File: config.mk
export PLATFORM = sky130hd
export DESIGN_NAME = mnd_frac_div
export DESIGN_NICKNAME = d
export VERILOG_FILES = /design/src/rtl/mnd_pkg.sv /design/src/rtl/mnd_shadow.sv /design/src/rtl/mnd_decode.sv /design/src/rtl/mnd_accum.sv /design/src/rtl/mnd_frac_div.sv
export SDC_FILE = /design/constraint.sdc
export NUM_CORES = 1
export LEC_CHECK = 0
export BUFFER_PORTS_ARGS = -buffer_cell sky130_fd_sc_hd__buf_4
export CORE_MARGIN = 10
export CORE_UTILIZATION = 40
export DETAILED_ROUTE_END_ITERATION = 8
export GPL_ROUTABILITY_DRIVEN = 0
export PLACE_DENSITY = 0.69
export SLEW_MARGIN = 5
export SYNTH_ARGS = -nofsm -noshare
export SYNTH_HDL_FRONTEND = slang
export SYNTH_HIERARCHICAL = 1
export SYNTH_SLANG_ARGS = --single-unit
File: constraint.sdc
create_clock -name clk_in -period 4.6 [get_ports clk_in]
set_input_delay 0 -clock clk_in [delete_from_list [all_inputs] [get_ports clk_in]]
set_output_delay 0 -clock clk_in [all_outputs]
set_load 0.005 [all_outputs]
File: src/rtl/mnd_pkg.sv
package mnd_pkg;

    localparam int MODE_W = 2;
    localparam logic [MODE_W-1:0] MODE_DUAL_EDGE = 2'd2;

    typedef enum logic [1:0] {
        ST_PASS   = 2'd0,
        ST_DECODE = 2'd1,
        ST_RUN    = 2'd2
    } mnd_state_e;

endpackage

File: src/rtl/mnd_shadow.sv
module mnd_shadow
    import mnd_pkg::*;
#(
    parameter int CNT_W = 8
) (
    input  logic              clk,
    input  logic              rst_n,
    input  logic              load,
    input  logic [CNT_W-1:0]  m_in,
    input  logic [CNT_W-1:0]  n_enc_in,
    input  logic [CNT_W-1:0]  d_enc_in,
    input  logic [MODE_W-1:0] mode_in,
    output logic [CNT_W-1:0]  m_q,
    output logic [CNT_W-1:0]  n_enc_q,
    output logic [CNT_W-1:0]  d_enc_q,
    output logic [MODE_W-1:0] mode_q
);

    always_ff @(posedge clk or negedge rst_n) begin
        if (!rst_n) begin
            m_q     <= '0;
            n_enc_q <= '0;
            d_enc_q <= '0;
            mode_q  <= '0;
        end else if (load) begin
            m_q     <= m_in;
            n_enc_q <= n_enc_in;
            d_enc_q <= d_enc_in;
            mode_q  <= mode_in;
        end
    end

    // stored values move only on a commit
    p_hold_without_commit_r2: assert property (@(posedge clk) disable iff (!rst_n)
        !load |=> ($stable(m_q) && $stable(n_enc_q) && $stable(d_enc_q) && $stable(mode_q)));

endmodule

File: src/rtl/mnd_decode.sv
module mnd_decode
    import mnd_pkg::*;
#(
    parameter int CNT_W = 8
) (
    input  logic [CNT_W-1:0]  m_q,
    input  logic [CNT_W-1:0]  n_enc_q,
    input  logic [CNT_W-1:0]  d_enc_q,
    input  logic [MODE_W-1:0] mode_q,
    output logic [CNT_W-1:0]  n_dec,
    output logic [CNT_W-1:0]  d_eff,
    output logic              run_ok
);

    logic [CNT_W-1:0] d_raw;
    logic [CNT_W-1:0] n_less_m;
    logic [CNT_W-1:0] d_floor;

    // N recovered from its complemented offset form
    always_comb begin
        n_dec    = CNT_W'(~n_enc_q + m_q);
        n_less_m = CNT_W'(n_dec - m_q);
    end

    // stored 2D complemented, halved with rounding down
    always_comb begin
        d_raw = CNT_W'((~d_enc_q) >> 1);
    end

    // raise to M first, then cap at N - M (the cap wins)
    always_comb begin
        d_floor = (d_raw < m_q) ? m_q : d_raw;
        d_eff   = (d_floor > n_less_m) ? n_less_m : d_floor;
    end

    // the counter runs only for dual-edge mode with 0 < M < N
    always_comb begin
        run_ok = (mode_q == MODE_DUAL_EDGE) && (m_q != '0) && (m_q < n_dec);
    end

    // the effective high time never exceeds N - M when runnable
    always_comb begin
        if (run_ok) begin
            p_cap_r5: assert (d_eff <= n_less_m);
        end
    end

endmodule

File: src/rtl/mnd_accum.sv
module mnd_accum #(
    parameter int CNT_W = 8
) (
    input  logic             clk,
    input  logic             rst_n,
    input  logic             load,
    input  logic             run,
    input  logic [CNT_W-1:0] m_val,
    input  logic [CNT_W-1:0] n_val,
    input  logic [CNT_W-1:0] d_val,
    output logic             level_q
);

    localparam int SUM_W = CNT_W + 1;

    logic [CNT_W-1:0] phase_q;
    logic [SUM_W-1:0] sum;
    logic [CNT_W-1:0] phase_nxt;

    always_comb begin
        sum = {1'b0, phase_q} + {1'b0, m_val};
        if (sum >= {1'b0, n_val}) begin
            phase_nxt = CNT_W'(sum - {1'b0, n_val});
        end else begin
            phase_nxt = CNT_W'(sum);
        end
    end

    always_ff @(posedge clk or negedge rst_n) begin
        if (!rst_n) begin
            phase_q <= '0;
            level_q <= 1'b0;
        end else if (load) begin
            phase_q <= '0;
            level_q <= 1'b0;
        end else if (run) begin
            phase_q <= phase_nxt;
            level_q <= (phase_q < d_val);
        end
    end

    // the phase stays inside the modulus while counting
    p_phase_below_n_r6: assert property (@(posedge clk) disable iff (!rst_n)
        run |-> (phase_q < n_val));

    // a load restarts the phase at zero with the output low
    p_load_clears_r8: assert property (@(posedge clk) disable iff (!rst_n)
        load |=> (phase_q == '0 && level_q == 1'b0));

endmodule

File: src/rtl/mnd_frac_div.sv
module mnd_frac_div
    import mnd_pkg::*;
#(
    parameter int CNT_W = 8
) (
    input  logic              clk_in,
    input  logic              rst_n,
    input  logic [CNT_W-1:0]  cfg_m,
    input  logic [CNT_W-1:0]  cfg_n_enc,
    input  logic [CNT_W-1:0]  cfg_d_enc,
    input  logic [MODE_W-1:0] cfg_mode,
    input  logic              commit,
    output logic              div_clk
);

    mnd_state_e state_q, state_nxt;

    logic [CNT_W-1:0]  m_q, n_enc_q, d_enc_q;
    logic [MODE_W-1:0] mode_q;
    logic [CNT_W-1:0]  n_dec, d_eff;
    logic              run_ok;
    logic              acc_load, acc_run, use_div;
    logic              level_q;

    mnd_shadow #(.CNT_W(CNT_W)) u_shadow (
        .clk      (clk_in),
        .rst_n    (rst_n),
        .load     (commit),
        .m_in     (cfg_m),
        .n_enc_in (cfg_n_enc),
        .d_enc_in (cfg_d_enc),
        .mode_in  (cfg_mode),
        .m_q      (m_q),
        .n_enc_q  (n_enc_q),
        .d_enc_q  (d_enc_q),
        .mode_q   (mode_q)
    );

    mnd_decode #(.CNT_W(CNT_W)) u_decode (
        .m_q     (m_q),
        .n_enc_q (n_enc_q),
        .d_enc_q (d_enc_q),
        .mode_q  (mode_q),
        .n_dec   (n_dec),
        .d_eff   (d_eff),
        .run_ok  (run_ok)
    );

    mnd_accum #(.CNT_W(CNT_W)) u_accum (
        .clk     (clk_in),
        .rst_n   (rst_n),
        .load    (acc_load),
        .run     (acc_run),
        .m_val   (m_q),
        .n_val   (n_dec),
        .d_val   (d_eff),
        .level_q (level_q)
    );

    // State register
    always_ff @(posedge clk_in or negedge rst_n) begin
        if (!rst_n) begin
            state_q <= ST_PASS;
        end else begin
            state_q <= state_nxt;
        end
    end

    // Next-state logic
    always_comb begin
        state_nxt = state_q;
        unique case (state_q)
            ST_PASS:   state_nxt = commit ? ST_DECODE : ST_PASS;
            ST_DECODE: begin
                if (commit) begin
                    state_nxt = ST_DECODE;
                end else begin
                    state_nxt = run_ok ? ST_RUN : ST_PASS;
                end
            end
            ST_RUN:    state_nxt = commit ? ST_DECODE : ST_RUN;
            default:   state_nxt = ST_PASS;
        endcase
    end

    // Outputs of the state machine
    always_comb begin
        acc_load = 1'b0;
        acc_run  = 1'b0;
        use_div  = 1'b0;
        unique case (state_q)
            ST_PASS:   ;
            ST_DECODE: acc_load = 1'b1;
            ST_RUN: begin
                acc_run = !commit;
                use_div = 1'b1;
            end
            default:   ;
        endcase
    end

    // source forwarded whenever the counter is idle
    assign div_clk = use_div ? level_q : clk_in;

    // a commit always passes through the decode state
    p_commit_decode_r8: assert property (@(posedge clk_in) disable iff (!rst_n)
        commit |=> (state_q == ST_DECODE));

    // running is only reached from a runnable stored set
    p_run_needs_ok_r7: assert property (@(posedge clk_in) disable iff (!rst_n)
        (state_q == ST_DECODE && !commit) |=> ((state_q == ST_RUN) == $past(run_ok)));

endmodule

==> results.py, run 1 <==
metrics = {
    "cells_and_area": {
        "syn2layout_area_growth_pct": 29.93,
        "fillers": 725,
        "drive_gt1_share_pct": 28.66,
        "n_antenna_cell": 0,
        "layout_common_cells": "58 x buf_4, 48 x inv_1, 47 x ha_1",
        "final_nets": 554,
        "layout_commonest_cell": "buf_4",
        "finish.instance_area_mm2": 0.004731,
    },
    "worst_setup_path": {
        "r2r_setup_slack_ns": -0.12,
        "cp-end-kind": "flip-flop",
        "cp.required_ns": 4.92,
        "critPathLaunchType": "flip-flop",
        "ff2ff_path_depth": 26,
        "crit_path_max_fanout": 5,
        "critPathKind": "flip-flop to flip-flop",
        "arrival_ns": 5.03,
        "regToRegStartpoint": "u_shadow/m_q[0]",
        "r2r_end": "u_accum/level_q",
    },
    "sta": {
        "min_period_ns": 4.716,
        "post-route-period-util_pct": 102.5,
        "setup_viol": 1,
        "fmax_mhz": 212.0,
        "finalWorstSetupSlack_ns": -0.1163,
        "max_slew_margin_pct": 65.83,
        "grt_setup_unrepaired": "true",
        "tns_ns": -0.1163,
        "finalMaxSlewViolations": 0,
        "tightest_slew_ns": 0.5106,
        "hold_violations": 0,
        "clock_skew_ns": 0.01143,
    },
    "routing": {
        "drt_iter0_drc": 208,
        "drc": 0,
        "routedWlPerCell_um": 16.14,
        "postRouteAntennaNets": 0,
        "wl_mm": 9.347,
        "vias": 3142,
        "first_pass_iters": 4,
        "drt-vias-per-instance": 5.427,
    },
    "outcome": {
        "violations": "negative setup slack",
        "status": "finished with violations",
    },
    "grt": {
        "grt_pass1_wl_mm": 15.54,
        "grtUsageTotal_pct": 14.49,
        "grt_max_degree": 37,
        "grt_pass1_vias": 3274,
        "antenna_found_initial": 0,
        "grt-ovfl-total": 0,
    },
    "placed_design": {
        "placed_cell_area_mm2": 0.004158,
        "port_buffers": 28,
        "dp_hpwl_mm": 7.081,
        "dp_slack_ns": -0.1593,
    },
    "min_path": {
        "hp-start": "commit",
        "whs_endpoint": "state_q[1]",
        "hold_class": "primary input to flip-flop",
        "holdPathStages": 2,
    },
    "die": {
        "initial_core_util_pct": 41.35,
        "core-area_mm2": 0.008806,
        "rows": 34,
        "die_w_um": 115.4,
        "die_y_um": 115.4,
        "io_pins": 30,
        "die_area_mm2": 0.01332,
    },
    "power": {
        "irDropWorstVdd_uv": 289.1,
        "p_leak_nw": 2.374,
        "p_per_area_mw_per_mm2": 506.4,
    },
    "flow_run": {
        "drv_cap": 0,
    },
    "yosys": {
        "avgSynthCellArea_um2": 9.632,
        "synthesis.nets": 462,
        "synthCells": 378,
        "ys_warn_count": 6,
        "synth_area_mm2": 0.003641,
    },
    "clock_network": {
        "worstSkewPairLatency_ns": 0.40,
        "clk_pin_slew_ns": 0.09,
        "tritoncts": "built",
    },
}
==> per-stage QoR <==
step / utilization, % / cells / hold WS (ns) / total power, W
after detailed placement: 47.22 / 537 / -0.009814 / 0.001818
final: 53.72 / 579 / 0.06279 / 0.002396
after floorplan: - / 378 / -0.2956 / 0.001391
after CTS: 52.67 / 577 / 0.06366 / 0.002277
after global routing: 53.72 / 579 / 0.09067 / 0.002592
after global placement: 47.22 / 537 / -0.01259 / 0.001781
==> state kept, by name, indices dropped and copies added, names as in the netlist <==
| name | flops |
|---|---|
| u_shadow/m_q | 8 |
| u_shadow/d_enc_q | 7 |
| u_accum/phase_q | 8 |
| u_accum/level_q | 1 |
| u_shadow/n_enc_q | 8 |
| u_shadow/mode_q | 2 |
| state_q | 2 |
==> worst max-delay path by stage <==
stage                        startpoint               to  slack [ns]  cells past startpoint
global route            u_shadow/m_q[0]  u_accum/level_q       -0.36                     27
finish                  u_shadow/m_q[0]  u_accum/level_q       -0.12                     26
detailed placement  u_shadow/n_enc_q[0]  u_accum/level_q       -0.16                     25
CTS                 u_shadow/n_enc_q[0]  u_accum/level_q       0.001                     24
global placement    u_shadow/n_enc_q[0]  u_accum/level_q       0.004                     26
floorplan               u_shadow/m_q[0]  u_accum/level_q        0.01                     25
==> layer usage <==
layer	share of wire, %	global-route usage, %
met1	46	17.69
met2	49	25.06
met3	3.3	2.604
met4	1.3	4.899
met5	0	0
==> repair_timing <==
item	CTS	global route
setup endpoints to repair	1	1
endpoints found under the hold margin	61	0
gates resized for setup	10	19
hold buffers	26	0
setup buffers	3	2
pin swaps	8	18
==> worst max-delay path: stages, from the launching register on <==
cell and delay [ns]:
dfrtp_2 0.43, ha_4 0.16, inv_2 0.05, fa_2 0.20
nor2b_2 0.05, o21ai_2 0.15, a21boi_2 0.09, buf_4 0.13
o211ai_1 0.28, nand3_4 0.13, ha_4 0.30, nand4_1 0.17
a21oi_2 0.19, nor3_2 0.06, xor2_1 0.18, ha_1 0.34
and4_1 0.21, o21a_1 0.15, o21ai_4 0.25, mux2_4 0.33
inv_2 0.07, ha_4 0.19, a21oi_1 0.13, nor2b_1 0.06
o21ai_1 0.13, a31oi_1 0.09, o21ai_1 0.12
==> power by group <==
group | switching [W] | internal (W) | leakage, nW
logic | 0.000799 | 0.000843 | 1.84
registers | 0.0000243 | 0.000342 | 0.442
clock network | 0.000147 | 0.000240 | 0.0910
total | 0.000971 | 0.00142 | 2.37
==> final cells by class <==
type,instances,area (µm²),area share (%)
Tap cell,108,135.1,2.856
Timing Repair Buffer,86,721.9,15.26
Clock buffer,9,117.6,2.486
Multi-Input combinational cell,286,2616,55.30
Inverter,51,191.4,4.047
Clock inverter,3,46.29,0.9786
Sequential cell,36,902.1,19.07
Power figures use the tool's default switching activity.
==> inputs of run 2 (changes only) <==
SETUP_SLACK_MARGIN = 0.5   (was default)
==> run 2 against run 1 <==
- the run now ends clean
- fmax increased by 2.7%
- final area fell by 0.50%
- die area unchanged
- sequential cell count unchanged
- setup slack better by 0.12 ns
- via count decreased by 1.2%
- first-iteration DRC count down 35%
- critical path type unchanged
==> results.py, run 2 (same netlist as run 1, synthesis figures left out) <==
metrics = {
    "outcome": {
        "status": "completed",
    },
    "sta": {
        "setup_viol": 0,
        "clock_skew_ns": 0.009200,
        "finalMaxSlewViolations": 0,
        "grt_setup_unrepaired": "true",
        "tightest_slew_ns": 0.5108,
        "post-route-period-util_pct": 99.87,
        "fmax_mhz": 217.7,
        "max_slew_margin_pct": 65.50,
        "min_period_ns": 4.594,
        "tns_ns": 0,
        "hold_violations": 0,
    },
    "cells_and_area": {
        "layout_commonest_cell": "buf_4",
        "stdcell_count": 575,
        "seqCellArea_um2": 902.1,
        "multiInputGateArea_mm2": 0.002625,
        "fillers": 732,
        "drive_gt1_share_pct": 27.84,
        "layout_common_cells": "56 x buf_4, 48 x inv_1, 46 x ha_1",
        "final_nets": 550,
        "n_antenna_cell": 0,
        "reg_top3": "u_accum/phase_q x8, u_shadow/m_q x8, u_shadow/n_enc_q x8",
        "syn2layout_area_growth_pct": 29.28,
    },
    "routing": {
        "drt-vias-per-instance": 5.398,
        "vias": 3104,
        "drc": 0,
        "routedWlPerCell_um": 16.02,
        "drt_iter0_drc": 135,
        "postRouteAntennaNets": 0,
        "first_pass_iters": 4,
        "wl_mm": 9.213,
    },
    "grt": {
        "grt_pass1_wl_mm": 15.28,
        "antenna_found_initial": 0,
        "grt-ovfl-total": 0,
        "grtUsageTotal_pct": 14.40,
        "grt_pass1_vias": 3262,
        "grt_max_degree": 37,
    },
    "worst_setup_path": {
        "critPathLaunchType": "flip-flop",
        "critPathKind": "flip-flop to flip-flop",
        "path_depth": 25,
        "r2r_end": "u_accum/level_q",
        "crit_start": "u_shadow/m_q[0]",
        "ff2ff_path_depth": 25,
        "cp.required_ns": 4.91,
        "path_buf_inv": 2,
        "cpMaxStageDelayCell": "or4_4",
        "crit_end": "u_accum/level_q",
        "crit_path_max_fanout": 3,
        "arrival_ns": 4.91,
        "r2r_setup_slack_ns": 0.006,
        "cp_top_family": "simple AND/OR/NAND/NOR gates",
        "regToRegStartpoint": "u_shadow/m_q[0]",
        "cp-end-kind": "flip-flop",
        "critical_path.max_stage_delay_ns": 0.55,
    },
    "power": {
        "irDropWorstVdd_uv": 268.3,
        "p_leak_nw": 2.360,
        "p_int_w": 0.001373,
        "p_per_area_mw_per_mm2": 493.7,
        "power.switching_w": 0.0009506,
        "share_seq_of_total_power_pct": 15.7,
        "power_frac_comb_pct": 68.2,
        "swShare_pct": 40.91,
        "clkPwrFrac_pct": 16.1,
    },
    "die": {
        "core-area_mm2": 0.008806,
        "die_y_um": 115.4,
        "initial_core_util_pct": 41.35,
        "rows": 34,
        "die_area_mm2": 0.01332,
        "die_w_um": 115.4,
        "io_pins": 30,
    },
    "flow_run": {
        "drv_cap": 0,
    },
    "clock_network": {
        "tritoncts": "built",
        "clk_pin_slew_ns": 0.08,
        "worstSkewPairLatency_ns": 0.39,
    },
    "placed_design": {
        "dp_cells": 533,
        "port_buffers": 28,
        "dp_hpwl_mm": 7.157,
    },
    "min_path": {
        "hold_class": "primary input to flip-flop",
    },
}
-- run 2: worst min path at each step --
stage	cells after the start	slack [ns]	endpoint	start
final	2	0.06	state_q[1]	commit
after global routing	2	0.08	state_q[1]	commit
after CTS	2	0.06	state_q[1]	commit
after detailed placement	1	-0.01	u_shadow/m_q[2]	rst_n
after global placement	1	-0.02	u_shadow/n_enc_q[2]	rst_n
after floorplan	0	-0.30	state_q[0]	rst_n
-- run 2: area by class of cell --
| class | count | share of cell area, % |
|---|---|---|
| timing repair buffer | 82 | 14.73 |
| sequential | 36 | 19.17 |
| clock buffer | 9 | 2.499 |
| inverter | 51 | 4.067 |
| multi-input combinational | 286 | 55.77 |
| clock inverter | 3 | 0.9038 |
| tap | 108 | 2.871 |
-- run 2: metrics by stage --
stage	total power, W	hold WS [ns]	utilization [%]	worst slack [ns]	cell area, µm²
floorplan	0.001397	-0.2956	-	0.03997	3686
detailed placement	0.001807	-0.01117	47.22	-0.1440	4158
global placement	0.001764	-0.02090	47.22	0.02143	4158
CTS	0.002295	0.06257	53.03	0.008828	4669
global route	0.002523	0.07528	53.45	-0.2856	4707
finish	0.002324	0.06409	53.45	0.005910	4707
-- run 2: power groups by stage --
stage          Clock [W]  Sequential, W  Combinational, W
2_1_floorplan  0.0000150       0.000368           0.00101
3_3_place_gp   0.0000271       0.000371           0.00137
3_5_place_dp   0.0000271       0.000372           0.00141
4_1_cts         0.000382       0.000366           0.00155
5_1_grt         0.000403       0.000369           0.00175
6_report        0.000373       0.000366           0.00158
-- run 2: what timing repair did --
| action | CTS | global route |
|---|---|---|
| endpoints found under the hold margin | 61 | 0 |
| setup buffers | 4 | 1 |
| pin swaps | 23 | 10 |
| resized for setup | 18 | 7 |
| setup endpoints to repair | 1 | 2 |
| hold buffers | 26 | 0 |
-- run 2: routing by layer --
layer  track usage, %  wire length [µm]  vias up
li1                 -                 -     1539
met1            17.62              4033     1490
met2            24.52              4555       62
met3            2.552               442       13
met4            5.659               181        0
met5                0                 0        -
==> inputs of run 3 (changes only) <==
CTS_BUF_LIST = sky130_fd_sc_hd__clkbuf_16   (was default)
MAX_ROUTING_LAYER = met4   (was default)
==> run 3 against run 2 <==
- register-to-register slack hardly changed
- final cell count stayed put
- critical path depth is 1 higher
- clock power is 44% higher
- worst hold slack worse by 0.0027 ns
- setup slack better by 0.014 ns
- global-route usage is 0.64 points higher
- largest cell class unchanged
- largest power group unchanged
==> results.py, run 3 (same netlist as run 1, synthesis figures left out) <==
metrics = {
    "outcome": {
        "status": "completed",
    },
    "die": {
        "rows": 34,
        "die_area_mm2": 0.01332,
        "core-area_mm2": 0.008806,
        "io_pins": 30,
        "die_y_um": 115.4,
        "die_w_um": 115.4,
        "initial_core_util_pct": 41.35,
    },
    "cells_and_area": {
        "final_nets": 550,
        "multiInputGateArea_mm2": 0.002623,
        "stdcell_count": 575,
        "drive_gt1_share_pct": 27.62,
        "utilization_pct": 54.45,
        "n_antenna_cell": 0,
        "syn2layout_area_growth_pct": 31.68,
        "layout_commonest_cell": "buf_4",
        "seqCellArea_um2": 902.1,
        "fillers": 730,
        "layout_common_cells": "56 x buf_4, 48 x inv_1, 46 x ha_1",
        "reg_top3": "u_accum/phase_q x8, u_shadow/m_q x8, u_shadow/n_enc_q x8",
    },
    "placed_design": {
        "dp_slack_ns": -0.1440,
        "port_buffers": 28,
        "dp_hpwl_mm": 7.157,
        "dp_cells": 533,
    },
    "sta": {
        "setup_viol": 0,
        "clock_skew_ns": 0.005219,
        "tns_ns": 0,
        "post-route-period-util_pct": 99.57,
        "hold_ws_ns": 0.06134,
        "finalWorstSetupSlack_ns": 0.01985,
        "tightest_slew_ns": 0.5131,
        "min_period_ns": 4.580,
        "hold_violations": 0,
        "fmax_mhz": 218.3,
        "max_slew_margin_pct": 65.66,
        "grt_setup_unrepaired": "true",
        "finalMaxSlewViolations": 0,
    },
    "grt": {
        "grt_max_degree": 37,
        "grt_pass1_wl_mm": 15.57,
        "grtUsageTotal_pct": 15.03,
        "antenna_found_initial": 0,
        "grt_pass1_vias": 3317,
        "grt-ovfl-total": 0,
    },
    "routing": {
        "drt-vias-per-instance": 5.386,
        "routedWlPerCell_um": 15.99,
        "drt_iter0_drc": 110,
        "wl_mm": 9.193,
        "drc": 0,
        "postRouteAntennaNets": 0,
        "first_pass_iters": 4,
        "vias": 3097,
    },
    "clock_network": {
        "clk_pin_slew_ns": 0.06,
        "worstSkewPairLatency_ns": 0.39,
        "tritoncts": "built",
    },
    "worst_setup_path": {
        "critPathLaunchType": "flip-flop",
        "cp-end-kind": "flip-flop",
        "critPathKind": "flip-flop to flip-flop",
        "cp.required_ns": 4.87,
        "arrival_ns": 4.85,
        "crit_path_max_fanout": 5,
    },
    "flow_run": {
        "drv_cap": 0,
    },
    "power": {
        "p_leak_nw": 2.400,
        "p_per_area_mw_per_mm2": 517.9,
        "irDropWorstVdd_uv": 297.9,
    },
    "min_path": {
        "hold_class": "primary input to flip-flop",
    },
}
run 3: cell count changes in the layout (fill, tap and decap cells not counted):
| cell | before | now |
|---|---|---|
| nand2_2 | 1 | 0 |
| clkbuf_8 | 8 | 0 |
| nand2_1 | 15 | 16 |
| clkbuf_16 | 0 | 8 |
run 3: area by class of cell:
class                           instances  area share [%]
Clock buffer                            9           4.332
Clock inverter                          3          0.8873
Inverter                               51           3.993
Multi-Input combinational cell        286           54.70
Sequential cell                        36           18.82
Tap cell                              108           2.818
Timing Repair Buffer                   82           14.46
run 3: path summary, 6_finish.rpt:
path	start	end	slack, ns	depth (start not counted)
max in group asynchronous	rst_n	u_shadow/m_q[0]	4.13	2
worst min-delay path	commit	state_q[1]	0.06	2
worst max register to register	u_shadow/m_q[0]	u_accum/level_q	0.02	26
min in group asynchronous	rst_n	u_shadow/n_enc_q[1]	0.13	2
worst max-delay path	u_shadow/m_q[0]	u_accum/level_q	0.02	26
worst min register to register	u_shadow/mode_q[0]	u_shadow/mode_q[0]	0.50	1
run 3: report_power, final:
| part | switching [W] | leakage (nW) | total [W] | internal (W) |
|---|---|---|---|---|
| clock | 0.000151 | 0.131 | 0.000538 | 0.000387 |
| sequential | 0.0000244 | 0.442 | 0.000367 | 0.000342 |
| combinational | 0.000786 | 1.83 | 0.00158 | 0.000793 |
| total | 0.000961 | 2.40 | 0.00248 | 0.00152 |
run 3: critical path, stage by stage (launching register included):
cell and delay [ns]:
dfrtp_2 0.42, ha_4 0.16, inv_2 0.05, fa_2 0.20, nor2b_1 0.05, o21ai_1 0.16
a21boi_1 0.10, or4_4 0.55, nand3_4 0.11, ha_4 0.21, nand4_1 0.10, a21oi_1 0.06
nor3_2 0.17, xor2_1 0.21, ha_1 0.29, and4_1 0.19, o21a_1 0.15, o21ai_4 0.24
buf_12 0.15, mux2i_1 0.17, inv_1 0.08, ha_4 0.27, a21oi_2 0.06, nand2_1 0.05
nand2_1 0.05, a31oi_1 0.14, o21ai_1 0.07
run 3: timing repair:
action	4_1_cts	5_1_grt
setup endpoints to repair	1	2
hold buffers	26	0
buffers inserted	3	2
pin swaps	22	10
gates resized for setup	18	6
hold endpoints to repair	61	0
run 3: stage by stage:
step | area [µm²] | total power (W)
floorplan | 3686 | 0.001397
global placement | 4158 | 0.001764
detailed placement | 4158 | 0.001807
CTS | 4752 | 0.002449
global route | 4795 | 0.002689
finish | 4795 | 0.002483
run 3: routing by layer:
layer	vias up	global-route usage (%)	wire length, µm
met5	-	-	0
met4	0	5.490	97
met3	7	2.396	309
met2	58	25.02	4639
met1	1502	17.93	4145
li1	1530	-	-
